`config.mk`:
```
export PLATFORM = sky130hd
export DESIGN_NAME = acc_cpu
export DESIGN_NICKNAME = d
export VERILOG_FILES = /design/src/rtl/acc_cpu.sv
export SDC_FILE = /design/constraint.sdc
export NUM_CORES = 1
export LEC_CHECK = 0
export BUFFER_PORTS_ARGS = -buffer_cell sky130_fd_sc_hd__buf_2
export CAP_MARGIN = 5
export CORE_MARGIN = 4
export CORE_UTILIZATION = 50
export CTS_CLUSTER_DIAMETER = 200
export DETAILED_ROUTE_END_ITERATION = 12
export PLACE_DENSITY = 0.78
export SLEW_MARGIN = 40
export SYNTH_ARGS = -nofsm -noshare
export SYNTH_HDL_FRONTEND = slang
export SYNTH_SLANG_ARGS = --single-unit
```
`constraint.sdc`:
```
create_clock -name clk -period 5.88 [get_ports clk]
set_clock_uncertainty 0.15 [all_clocks]
set_input_delay 0.588 -clock clk [delete_from_list [all_inputs] [get_ports clk]]
set_output_delay 0.588 -clock clk [all_outputs]
set_load 0.05 [all_outputs]
```
`src/rtl/acc_cpu.sv`:
```
module acc_cpu #(
  parameter int AW = 12,
  parameter logic [AW-1:0] RESET_PC = 'h300,
  parameter logic [AW-1:0] ISR_PC   = 'h100,
  parameter logic [AW-1:0] SAVE_PC  = 'h0FE,
  parameter logic [AW-1:0] SAVE_AC  = 'h0FF
) (
  input  logic          clk,
  input  logic          rst_n,
  output logic [AW-1:0] mem_addr,
  output logic [AW+3:0] mem_wdata,
  output logic          mem_we,
  input  logic [AW+3:0] mem_rdata,
  output logic [AW-1:0] io_dev,
  output logic [AW+3:0] io_dout,
  output logic          io_rd,
  output logic          io_wr,
  input  logic [AW+3:0] io_din,
  input  logic          irq,
  output logic          irq_ack,
  output logic          halted
);
  localparam int DW = AW + 4;

  localparam logic [3:0] OP_HLT = 4'h0, OP_LDA = 4'h1, OP_STA = 4'h2, OP_IN = 4'h3,
                         OP_ADD = 4'h5, OP_OUT = 4'h7, OP_RTI = 4'hF;

  typedef enum logic [3:0] {
    S_FETCH, S_FWAIT, S_EXEC, S_OWAIT, S_CHECK,
    S_SAVEPC, S_SAVEAC, S_RPC, S_RAC, S_HALT
  } state_t;

  state_t        st;
  logic [AW-1:0] pc;
  logic [DW-1:0] ir, ac;
  logic          ie;

  wire [3:0]    op    = ir[DW-1:AW];
  wire [AW-1:0] field = ir[AW-1:0];

  assign io_dev  = field;
  assign io_dout = ac;
  assign halted  = (st == S_HALT);

  always_comb begin
    mem_addr  = pc;
    mem_wdata = ac;
    mem_we    = 1'b0;
    io_rd     = 1'b0;
    io_wr     = 1'b0;
    irq_ack   = 1'b0;
    case (st)
      S_EXEC: case (op)
        OP_LDA, OP_ADD: mem_addr = field;
        OP_STA: begin mem_addr = field; mem_we = 1'b1; end
        OP_IN:  io_rd = 1'b1;
        OP_OUT: io_wr = 1'b1;
        OP_RTI: mem_addr = SAVE_PC;
        default: ;
      endcase
      S_SAVEPC: begin
        mem_addr  = SAVE_PC;
        mem_wdata = {{(DW-AW){1'b0}}, pc};
        mem_we    = 1'b1;
        irq_ack   = 1'b1;
      end
      S_SAVEAC: begin mem_addr = SAVE_AC; mem_we = 1'b1; end
      S_RPC:    mem_addr = SAVE_AC;
      default: ;
    endcase
  end

  always_ff @(posedge clk) begin
    if (!rst_n) begin
      st <= S_FETCH;
      pc <= RESET_PC;
      ir <= '0;
      ac <= '0;
      ie <= 1'b1;
    end else begin
      case (st)
        S_FETCH: st <= S_FWAIT;
        S_FWAIT: begin
          ir <= mem_rdata;
          pc <= pc + 1'b1;
          st <= S_EXEC;
        end
        S_EXEC: case (op)
          OP_LDA, OP_ADD: st <= S_OWAIT;
          OP_IN:  begin ac <= io_din; st <= S_CHECK; end
          OP_RTI: st <= S_RPC;
          OP_HLT: st <= S_HALT;
          default: st <= S_CHECK;
        endcase
        S_OWAIT: begin
          ac <= (op == OP_ADD) ? ac + mem_rdata : mem_rdata;
          st <= S_CHECK;
        end
        S_RPC: begin
          pc <= mem_rdata[AW-1:0];
          st <= S_RAC;
        end
        S_RAC: begin
          ac <= mem_rdata;
          ie <= 1'b1;
          st <= S_CHECK;
        end
        S_CHECK: begin
          if (irq && ie) begin
            ie <= 1'b0;
            st <= S_SAVEPC;
          end else begin
            st <= S_FETCH;
          end
        end
        S_SAVEPC: st <= S_SAVEAC;
        S_SAVEAC: begin
          pc <= ISR_PC;
          st <= S_FETCH;
        end
        S_HALT: st <= S_HALT;
        default: st <= S_FETCH;
      endcase
    end
  end
endmodule


```
; Yosys cells after proc, flatten, opt, wreduce, memory -nomap -nowiden
; Cells that the tools add are included.
[word_totals]
word_cells = 56
input_bits = 35
out_inout_bits = 61
reg_bits = 49
[op_classes]
n_addsub = 2
n_eq_ne = 17
mux = 19
n_reduce_logical = 13
[ops]
columns = cell, count
row1 = 12-bit case mux with 3 select lines, 2
row2 = 16-bit 2-to-1 mux, 3
row3 = 16-bit case mux with 3 select lines, 1
row4 = 4-bit case mux with 8 select lines, 1
row5 = 4-bit by 3-bit equality test with 1-bit output (second input constant), 6
row6 = 12-bit case mux with 2 select lines, 1
row7 = 16-bit adder, 1
row8 = 4-bit by 2-bit equality test with 1-bit output (second input constant), 4
row9 = 12-bit by 1-bit adder with 12-bit output (second input constant), 1
row10 = 4-bit equality test (second input constant), 3
row11 = 4-bit case mux with 3 select lines, 1
row12 = 4-bit by 1-bit equality test with 1-bit output (second input constant), 2
row13 = 4-bit zero test, 2
row14 = 2-bit OR reduction, 4
row15 = 1-bit 2-to-1 mux, 7
row16 = 3-bit nonzero test, 2
row17 = 1-bit case mux with 2 select lines, 2
row18 = 2-bit AND reduction, 2
row19 = 3-bit 2-to-1 mux, 1
row20 = 3-bit OR reduction, 1
row21 = 2-bit by 1-bit != test with 1-bit output (second input constant), 1
row22 = 2-bit != test (second input constant), 1
row23 = 2-bit nonzero test, 1
row24 = 1-bit logical AND, 1

; Longest topological paths before layout
[logic_depth]
word_depth = 4
depth_mapped = 8
ltp_nobuf = 8

; Worst setup path before layout
; OpenSTA, ideal clock, no wires.
[synth_timing]
kind = reg2out
start = register ir[13]
end = output mem_addr[1]
stages_incl_launch_ff = 9
arrival_ns = 2.432
t_required_ns = 5.142
slack_ns = 2.710
path_buffers = 2
cell_sequence = dfxtp_1 -> clkbuf_1 -> nor2_1 -> o21ai_0 -> o21ai_0 -> nand2b_1 -> clkbuf_1 -> nor3_1 -> o21ai_0
[synth_via]
elab_chain_cells = 4
elab_cells_between_ends = 7
classes_between = eq/ne (4) / mux (2) / reduce/logical (1)
[synth_rtl]
columns = element, line_no
row1 = start: declaration, 35  ; logic [DW-1:0] ir, ac;
row2 = start signal: assignment, 84  ; ir <= mem_rdata;
row3 = 4-bit by 3-bit equality test with 1-bit output (tied with other cells), 53  ; S_EXEC: case (op)
row4 = 3-bit OR reduction (no source line), --
row5 = 12-bit case mux with 2 select lines (*), 53
row6 = 12-bit case mux with 3 select lines (*), 52  ; case (st)
row7 = end: declaration, 10  ; output logic [AW-1:0] mem_addr,
; Mark *: on every way between the ends. The rest lies on a longest branch, timed or not.

; Worst setup path in the final report
[layout_timing]
start = register st[1]
end = output mem_addr[0]
[layout_via]
elab_chain_cells = 3
elab_cells_between_ends = 6
classes_between = eq/ne (4) / mux (1) / reduce/logical (1)
[layout_rtl]
columns = element, line_no
row1 = start: declaration, 33  ; state_t st;
row2 = start signal: assignment, 75  ; st <= S_FETCH;
row3 = start signal: assignment, 82  ; S_FETCH: st <= S_FWAIT;
row4 = start signal: assignment, 86  ; st <= S_EXEC;
row5 = 4-bit by 3-bit equality test with 1-bit output, 52
row6 = 2-bit OR reduction (no source line), --
row7 = 12-bit case mux with 3 select lines (*), 52
; Marked as above.

==> metrics.cfg <==
[worst_setup_path]
critPathLaunchType = register
worstSetupEndpointType = output pin
cp_slowest_cell = dfxtp_1
r2r_end = io_dout[13]
path_max_fanout = 16
critPathMaxStageDelay_ps = 600
worstPathArrival_ps = 2530
reg2reg_from = st[1]
cp_top_family = simple AND/OR/NAND/NOR gates
crit_path_cell_trace = or4b_4 > nand2b_1 > and2_1 > a221o_1 > buf_2
rrSetupSlack_ps = 3080
worstPathRequired_ps = 5140
critPathKind = register to output pin
r2r_cells = 5
path_buf_inv = 1

[global_routing]
grt-ovfl-total = 0
antenna_found_initial = 0
grt_max_degree = 33
grt_pass1_vias = 3648
grt_first_pass_wirelength_um = 17900
grtUsageTotal = 0.254

[sta]
rsz0062_at_grt = no
final.min_clock_period_ps = 3270
hold_slack_ps = 333
hold_violations = 0
finalCritPeriodShare = 0.556
drv_slew = 0
final.setup.tns_ps = 0
max_freq_mhz = 306
slew_headroom = 0.455
worst_pin_slew_ps = 818
finalSetupViolations = 0

[detailed_routing]
drt_pass1_iterations = 5
viasPerCell = 6.19
wl_per_cell_um = 17.2
totalWireLength_um = 11100
vias = 4023
drcViolationCount = 0
drtIter0Drc = 311
antenna_left = 0

[hold_path]
hold_end = ir[6]
min-delay-path-class = register to register
min_from = ir[6]
hold_depth = 2

[synthesis]
synthTopCellsByArea = dfxtp_1 27%, a21oi_1 8.4%, nand2_1 6.6%
synthCells = 485
synth-seq-cells = 49
syn_avg_cell_area_um2 = 7.51
syn_nets = 537
synth-edff-count = 0
synth_warnings = 0
ys_seq_area_frac = 0.269
ys.flop_type = dfxtp_1
ys_types = 65
async_flop_share = 0
yosysTopAreaCellShare = 0.269
syn_area_mm2 = 0.00364
synth_top_area_cell = dfxtp_1

[power]
power_frac_clock = 0.121
pwr-share-comb = 0.587
seqPwrFrac = 0.293
switchingPower_mw = 1.00
ir_drop_uv = 213
p_int_uw = 812
powerDensity_mw_per_mm2 = 434
leakage_nw = 1.82
p_sw_frac = 0.553

[clock_network]
post-cts-setup-buffer-count = 0
htree_num_levels = 2
path_clk_slew_ps = 100
cts_resized = 0
cts_made_buffers = 5
cts_tree = built
cts_hold_buf = 0
clockRootBuffer = clkbuf_8
clockBufferDepth = 2
cts_sinks = 49
clkLatencyLatePin_ps = 320

[die]
initial_core_util = 0.525
die_h_um = 93.4
core_mm2 = 0.00694
io_pins = 96
rows = 30
die_x_um = 93.4
fp.dieArea_mm2 = 0.00872

[place]
io_buffer_count = 95
gp_congestion = 0.903
hpwlAfterDp_um = 8350
placed_cells = 642

[run_status]
outcome = complete, no violations

[cells_and_area]
layoutNonFillerInstCount = 650
antennaDiodeCount = 0
drive_gt1_frac = 0.247
final_nets = 605
area_growth_syn_to_layout_pct = 14.9

[flow_run]
maxCapViolCount = 0

## cell usage after synthesis (8+ instances only)
master / n
a21o_1: 11
mux2_2: 13
ha_1: 16
nand3_1: 9
o21ai_0: 35
nor2b_1: 8
nand2_1: 64
inv_1: 8
dfxtp_1: 49
a211oi_1: 8
clkbuf_1: 22
nor3_1: 16
buf_4: 12
a21oi_1: 61
nor2_1: 39
## stage by stage
stage / power [mW] / setup slack, ps / util / cell area (um2)
detailed placement: 1.59 / 2970 / 0.590 / 4090
global route: 1.92 / 2430 / 0.603 / 4190
finish: 1.82 / 2610 / 0.603 / 4190
global placement: 1.56 / 3010 / 0.586 / 4070
floorplan: 1.36 / 2710 / - / 3640
CTS: 1.81 / 2620 / 0.603 / 4190
## how the worst max path moves through the flow
stage	start	end	cells after the start
after floorplan	ir[13]	mem_addr[1]	8
after global placement	mem_rdata[0]	io_dout[14]	9
after detailed placement	st[1]	mem_addr[0]	5
after CTS	st[1]	mem_addr[0]	5
after global routing	st[1]	mem_addr[0]	5
final	st[1]	mem_addr[0]	5
## cell usage in the layout, fill, tap and decap left out, types with 4 or more instances in the layout
cell type	count
xor2_1	4
clkbuf_8	5
and2_1	4
nand4_1	7
nor2_1	38
dfxtp_1	49
a211oi_1	8
o21ai_0	35
a22o_1	5
nand3_1	9
a31oi_1	4
a21o_1	11
buf_2	95
nor2b_1	7
ha_1	16
inv_1	8
nand2b_1	7
nand2_1	64
a21oi_1	61
xnor2_1	6
nor3_1	15
a222oi_1	6
mux2_2	13
o31ai_1	4
## routing by layer
layer,routed length (um),global-route usage
met4,163,0.0708
met1,4690,0.362
met5,0,0
met2,5100,0.403
met3,1200,0.0314
## state kept, by name, summed over array words and instances, names as in the netlist
signal   count
ie           1
st           4
ir          16
pc          12
io_dout     16
## power groups by stage
stage / Clock [mW] / Combinational [mW] / Sequential [mW]
floorplan: 0 / 0.802 / 0.562
global placement: 0 / 1.03 / 0.528
detailed placement: 0 / 1.05 / 0.535
CTS: 0.223 / 1.06 / 0.527
global route: 0.237 / 1.14 / 0.546
finish: 0.219 / 1.07 / 0.531
## final cells by class
class | instances | area, um2
timing repair buffer | 98 | 502
tap | 96 | 120
clock inverter | 3 | 25.0
sequential | 49 | 981
clock buffer | 5 | 68.8
inverter | 10 | 38.8
fill | 624 | 2760
multi-input combinational | 389 | 2450
## logic make-up (layout without fill, tap and decap cells)
logic type               count (synthesis)  count (layout)  synth area share
AND/OR/NAND/NOR                        178             178             0.238
AO/OA/AOI/OAI                          171             171             0.305
flip-flops                              49              49             0.269
buffers and inverters                   47             116            0.0639
adder cells (fa/ha/maj)                 17              17            0.0604
multiplexers                            13              13            0.0402
XOR/XNOR                                10              10            0.0240
## worst min-delay path, delay by kind of cell (launching register included)
family	cells	cell delay (ps)
simple gates	1	50
flops	1	340
compound gates	1	50
Note: power is estimated with default switching activity, not from simulation.
